[config.mk]
export PLATFORM = sky130hd
export DESIGN_NAME = split_txn_table
export DESIGN_NICKNAME = d
export VERILOG_FILES = /design/src/rtl/stt_pkg.sv /design/src/rtl/stt_pick.sv /design/src/rtl/stt_slot.sv /design/src/rtl/split_txn_table.sv
export SDC_FILE = /design/constraint.sdc
export NUM_CORES = 1
export LEC_CHECK = 0
export BUFFER_PORTS_ARGS = -buffer_cell sky130_fd_sc_hd__buf_2
export CAP_MARGIN = 20
export CORE_UTILIZATION = 65
export DETAILED_ROUTE_END_ITERATION = 10
export GPL_TIMING_DRIVEN = 0
export HOLD_SLACK_MARGIN = 0.03
export PLACE_DENSITY = 0.85
export SLEW_MARGIN = 20
export SYNTH_ARGS = -nofsm -noshare
export SYNTH_HDL_FRONTEND = slang
export SYNTH_SLANG_ARGS = --single-unit
[constraint.sdc]
create_clock -name clk -period 7.85 [get_ports clk]
set_input_delay 0.785 -clock clk [delete_from_list [all_inputs] [get_ports clk]]
set_output_delay 0.785 -clock clk [all_outputs]
set_load 0.01 [all_outputs]
[src/rtl/stt_pkg.sv]
package stt_pkg;

  // Index of the lowest set bit of a vector of up to 64 bits (0 when none).
  function automatic logic [5:0] first_set(input logic [63:0] v);
    logic [5:0] r;
    r = '0;
    for (int i = 63; i >= 0; i--) begin
      if (v[i]) r = 6'(i);
    end
    return r;
  endfunction

  // Single bit at position idx of a 64-bit mask.
  function automatic logic [63:0] bit_at(input logic [5:0] idx);
    return 64'(1) << idx;
  endfunction

endpackage

[src/rtl/stt_pick.sv]
module stt_pick #(
  parameter int N = 8,
  localparam int IW = (N > 1) ? $clog2(N) : 1
) (
  input  logic [N-1:0]  vec_i,
  output logic          any_o,
  output logic [IW-1:0] idx_o
);
  import stt_pkg::*;

  logic [5:0] raw;

  always_comb begin
    raw   = first_set(64'(vec_i));
    any_o = |vec_i;
    idx_o = IW'(raw);
  end

endmodule

[src/rtl/stt_slot.sv]
module stt_slot #(
  parameter int AW = 16,
  parameter int NW = 4
) (
  input  logic          clk,
  input  logic          rst_n,
  input  logic          take_i,
  input  logic [AW-1:0] take_blk_i,
  input  logic          take_rd_i,
  input  logic [NW-1:0] take_mask_i,
  input  logic          join_i,
  input  logic [NW-1:0] join_mask_i,
  input  logic          drop_i,
  input  logic [AW-1:0] probe_blk_i,
  output logic          busy_o,
  output logic          rd_o,
  output logic          match_o,
  output logic [NW-1:0] mask_o
);

  logic [AW-1:0] blk_q;

  always_ff @(posedge clk) begin
    if (!rst_n) begin
      busy_o <= 1'b0;
      blk_q  <= '0;
      rd_o   <= 1'b0;
      mask_o <= '0;
    end else if (take_i) begin
      busy_o <= 1'b1;
      blk_q  <= take_blk_i;
      rd_o   <= take_rd_i;
      mask_o <= take_mask_i;
    end else if (drop_i) begin
      busy_o <= 1'b0;
      mask_o <= '0;
    end else if (join_i) begin
      mask_o <= mask_o | join_mask_i;
    end
  end

  assign match_o = busy_o && (blk_q == probe_blk_i);

endmodule

[src/rtl/split_txn_table.sv]
module split_txn_table #(
  parameter int NENT = 8,
  parameter int NW   = 4,
  parameter int AW   = 16,
  localparam int TW  = (NENT > 1) ? $clog2(NENT) : 1,
  localparam int WHW = (NW > 1) ? $clog2(NW) : 1
) (
  input  logic           clk,
  input  logic           rst_n,
  input  logic           lcl_valid,
  input  logic [AW-1:0]  lcl_block,
  input  logic           lcl_read,
  input  logic [WHW-1:0] lcl_who,
  output logic           lcl_ready,
  output logic           lcl_merge,
  output logic [TW-1:0]  lcl_tag,
  output logic           iss_valid,
  output logic [TW-1:0]  iss_tag,
  output logic [AW-1:0]  iss_block,
  output logic           iss_read,
  input  logic           snp_valid,
  input  logic [TW-1:0]  snp_tag,
  input  logic [AW-1:0]  snp_block,
  input  logic           snp_read,
  input  logic           rsp_valid,
  input  logic [TW-1:0]  rsp_tag,
  output logic           done_valid,
  output logic [TW-1:0]  done_tag,
  output logic [NW-1:0]  done_mask,
  output logic           tag_err
);

  // Named internal events (observed by the bound checker)
  logic [NENT-1:0] busy_vec;
  logic [NENT-1:0] rd_vec;
  logic [NENT-1:0] match_vec;
  logic [NENT-1:0] drop_vec;
  logic [NENT-1:0] take_vec;
  logic [NENT-1:0] join_vec;
  logic [NW-1:0]   mask_arr [NENT];

  logic [NENT-1:0] live_hit;
  logic            hit_any;
  logic [TW-1:0]   hit_idx;
  logic            free_any;
  logic [TW-1:0]   free_idx;
  logic            can_merge;
  logic            accept;
  logic            snp_ok;
  logic            snp_bad;
  logic            rsp_bad;
  logic [NW-1:0]   who_mask;

  // Lookup: slots retiring this cycle are invisible
  assign live_hit = match_vec & ~drop_vec;

  stt_pick #(.N(NENT)) u_hit_pick (
    .vec_i (live_hit),
    .any_o (hit_any),
    .idx_o (hit_idx)
  );

  stt_pick #(.N(NENT)) u_free_pick (
    .vec_i (~busy_vec),
    .any_o (free_any),
    .idx_o (free_idx)
  );

  assign who_mask  = NW'(1) << lcl_who;
  assign can_merge = hit_any && lcl_read && rd_vec[hit_idx];
  assign lcl_ready = !snp_valid && (can_merge || (!hit_any && free_any));
  assign accept    = lcl_valid && lcl_ready;
  assign lcl_merge = accept && can_merge;
  assign lcl_tag   = can_merge ? hit_idx : free_idx;
  assign iss_valid = accept && !can_merge;
  assign iss_tag   = free_idx;
  assign iss_block = lcl_block;
  assign iss_read  = lcl_read;

  assign snp_ok  = snp_valid && !busy_vec[snp_tag];
  assign snp_bad = snp_valid &&  busy_vec[snp_tag];
  assign rsp_bad = rsp_valid && !busy_vec[rsp_tag];

  genvar g;
  generate
    for (g = 0; g < NENT; g++) begin : g_slot
      logic          own_take;
      logic          far_take;
      logic [AW-1:0] t_blk;
      logic          t_rd;
      logic [NW-1:0] t_mask;

      assign own_take    = iss_valid && (free_idx == TW'(g));
      assign far_take    = snp_ok && (snp_tag == TW'(g));
      assign take_vec[g] = own_take || far_take;
      assign drop_vec[g] = rsp_valid && (rsp_tag == TW'(g)) && busy_vec[g];
      assign join_vec[g] = lcl_merge && (hit_idx == TW'(g));
      assign t_blk       = far_take ? snp_block : lcl_block;
      assign t_rd        = far_take ? snp_read  : lcl_read;
      assign t_mask      = far_take ? '0        : who_mask;

      stt_slot #(.AW(AW), .NW(NW)) u_slot (
        .clk         (clk),
        .rst_n       (rst_n),
        .take_i      (take_vec[g]),
        .take_blk_i  (t_blk),
        .take_rd_i   (t_rd),
        .take_mask_i (t_mask),
        .join_i      (join_vec[g]),
        .join_mask_i (who_mask),
        .drop_i      (drop_vec[g]),
        .probe_blk_i (lcl_block),
        .busy_o      (busy_vec[g]),
        .rd_o        (rd_vec[g]),
        .match_o     (match_vec[g]),
        .mask_o      (mask_arr[g])
      );
    end
  endgenerate

  // Result register: one-cycle pulses after the observed response
  always_ff @(posedge clk) begin
    if (!rst_n) begin
      done_valid <= 1'b0;
      done_tag   <= '0;
      done_mask  <= '0;
      tag_err    <= 1'b0;
    end else begin
      done_valid <= rsp_valid && !rsp_bad;
      tag_err    <= rsp_bad || snp_bad;
      if (rsp_valid && !rsp_bad) begin
        done_tag  <= rsp_tag;
        done_mask <= mask_arr[rsp_tag];
      end
    end
  end

endmodule

==> flow_summary.toml <==
[status]
status = "finished, final reports clean"

[setup_path]
cp_max_fo = 7
cpMaxStageDelayCell = "a211oi_1"
crit_top_cell = "buf_4"
max_stage_delay_ps = 470
cp-start-kind = "primary input"
cp_cell_sequence = "buf_4, xor2_1, nor4_1, nand3_1, or3_4, a211oi_1, o21a_1, mux2_2, a2bb2o_1, buf_4, mux2i_1, buf_2"
crit_family = "compound AO/OA/AOI/OAI gates"
path_buf_inv = 3
required_ps = 7070
worstSetupPathType = "primary input to output port"
cp_data_arrival_time_ps = 4090
end_kind = "output port"

[sta]
fmax_mhz = 205
slew-limit-headroom_pct = 19.7
fin_worst_skew_ps = 9.92
post-route-min-period_ps = 4870
timing.final.crit_share_pct = 62.0
hold_viol = 0
rsz0062_at_grt = "false"
setup-tns-final_ps = 0
fin_ws_ps = 2980
hold_ws_ps = 458
setup_viol = 0
worst_pin_slew_ps = 1200
final-max-slew-violation-count = 0

[clock_network]
cts.sinks = 185
cts_root_buf = "clkbuf_16"
cts_made_buffers = 17
cts_tree = "done"
htreeDepth = 4
cts_resized = 0
clk_pin_slew_worst_paths_ps = 70
clk_path_buf_depth = 2
cts_setup_buffers = 0
cts_hold_buffers = 0
worstSkewPairLatency_ps = 450

[grt]
grt_pass1_wl_um = 51000
grt_max_degree = 17
track_usage_pct = 41.7
grt_overflow = 0
antenna_found_initial = 0
grt_pass1_vias = 9085

[floorplan]
start_util_pct = 67.1
io-pin-count = 82
coreArea_sq_um = 15400
die_h_um = 128
rows = 45
die_area_sq_um = 16400
die_width_um = 128

[place]
io_buffers = 41
dp.final_hpwl_um = 24500
place.gp.congestion = 1.02
place_ws_ps = 3020

[pwr]
pwr_density_cell_nw_per_um2 = 186
p_leak_nw = 4.10
total_power_w = 0.00211
vdd_drop_max_uv = 163

[finish]
nFillCells = 1238
diodes = 0
drive_above_1_share_pct = 16.1
fin_nets = 1313
fin_util_pct = 74.0
syn_to_final_growth_pct = 10.2

[logic_synthesis]
ys_seq_elements = 185
synth_ff_type = "dfxtp_1"
synth_area_per_cell_sq_um = 8.57
ys_warn_count = 0
synth.most_common_cell = "dfxtp_1"
async_flop_share_pct = 0
syn_nets = 1251
syn_inst = 1204
synth-edff-count = 0
yosys-top-cells-count = "dfxtp_1, nand2_1, a21oi_1"
synth_area_sq_um = 10300
netlist_top_cells_area = "dfxtp_1, a22oi_1, xor2_1"
synth_top_cell_area_share_pct = 35.9
seq_area_frac_synth_pct = 35.9
yosysUniqueCellTypes = 72
yosys.area.top_type = "dfxtp_1"

[drt]
drt_iter0_drc = 1706
dr.pass1.iters = 6
num_vias = 9956
totalWireLength_um = 34000
postRouteAntennaNets = 0
drc_errors = 0
viasPerCell = 6.69
avgRoutedWirePerCell_um = 22.8

[min_path]
min_path_type = "register to register"

[run]
maxCapViolations = 0
state kept, by name, summed over array words and instances, names as in the netlist:
register              count
done_tag                  3
tag_err                   1
g_slot.u_slot.busy_o      8
g_slot.u_slot.blk_q     128
done_valid                1
g_slot.u_slot.mask_o     32
g_slot.u_slot.rd_o        8
done_mask                 4
power breakdown:
group          switching (W)  internal [W]  leakage (nW)
Sequential         0.0000194      0.000965          1.50
Combinational       0.000187      0.000100          2.33
Clock               0.000392      0.000446         0.269
Total               0.000599       0.00151          4.10
worst min-delay path, cell delays in order (launching register included):
cell,delay [ps]
dfxtp_1,310
nand2_1,50
a21oi_1,50
per-layer routing:
layer  GRT usage, %  share of wire [%]  vias up  wire length (um)
met2           61.4                 43      773             14600
met3           10.7                 13      120              4540
met5              0                  0        -                 0
li1               -                  -     4387                 -
met4           21.0                4.4        0              1480
met1           56.6                 39     4676             13300
area by class of cell:
| type | instances | area [sq um] | share of cell area [%] |
|---|---|---|---|
| Multi-Input combinational cell | 847 | 5680 | 50.0 |
| Sequential cell | 185 | 3700 | 32.6 |
| Buffer | 139 | 832 | 7.32 |
| Clock buffer | 21 | 450 | 3.96 |
| Tap cell | 211 | 264 | 2.32 |
| Timing Repair Buffer | 43 | 218 | 1.91 |
| Inverter | 33 | 124 | 1.09 |
| Clock inverter | 10 | 95.1 | 0.836 |
worst paths after layout:
path / start / to / slack [ps] / cells past startpoint
min reg2reg: g_slot[0].u_slot.rd_o / g_slot[0].u_slot.rd_o / 460 / 2
max: lcl_block[6] / lcl_tag[0] / 2980 / 12
min: g_slot[0].u_slot.rd_o / g_slot[0].u_slot.rd_o / 460 / 2
max reg2reg: g_slot[5].u_slot.blk_q[4] / g_slot[5].u_slot.mask_o[1] / 4020 / 12
through the flow:
stage / cells / instance area (sq um)
2_1_floorplan: 1204 / 10300
3_3_place_gp: 1456 / 10800
3_5_place_dp: 1458 / 10800
4_1_cts: 1489 / 11400
5_1_grt: 1489 / 11400
6_report: 1489 / 11400
logic make-up after synthesis:
group	after synthesis	synth area share [%]
AO/OA/AOI/OAI	354	23.4
buffers and inverters	172	9.27
AND/OR/NAND/NOR	341	16.8
multiplexers	24	3.81
XOR/XNOR	128	10.9
flip-flops	185	35.9
layout by cell type (no fill, tap or decap), types with 23 or more instances in the layout:
cell      count
o221ai_1     33
xor2_1       84
a22oi_1     106
clkbuf_1     60
nor4_1       28
nand2_1     135
buf_2        50
nand3_1      25
dfxtp_1     185
buf_6        23
nor2_1       74
xnor2_1      44
inv_1        33
a21oi_1     132
buf_4        35
No activity file was read; power rests on OpenSTA's default activity.
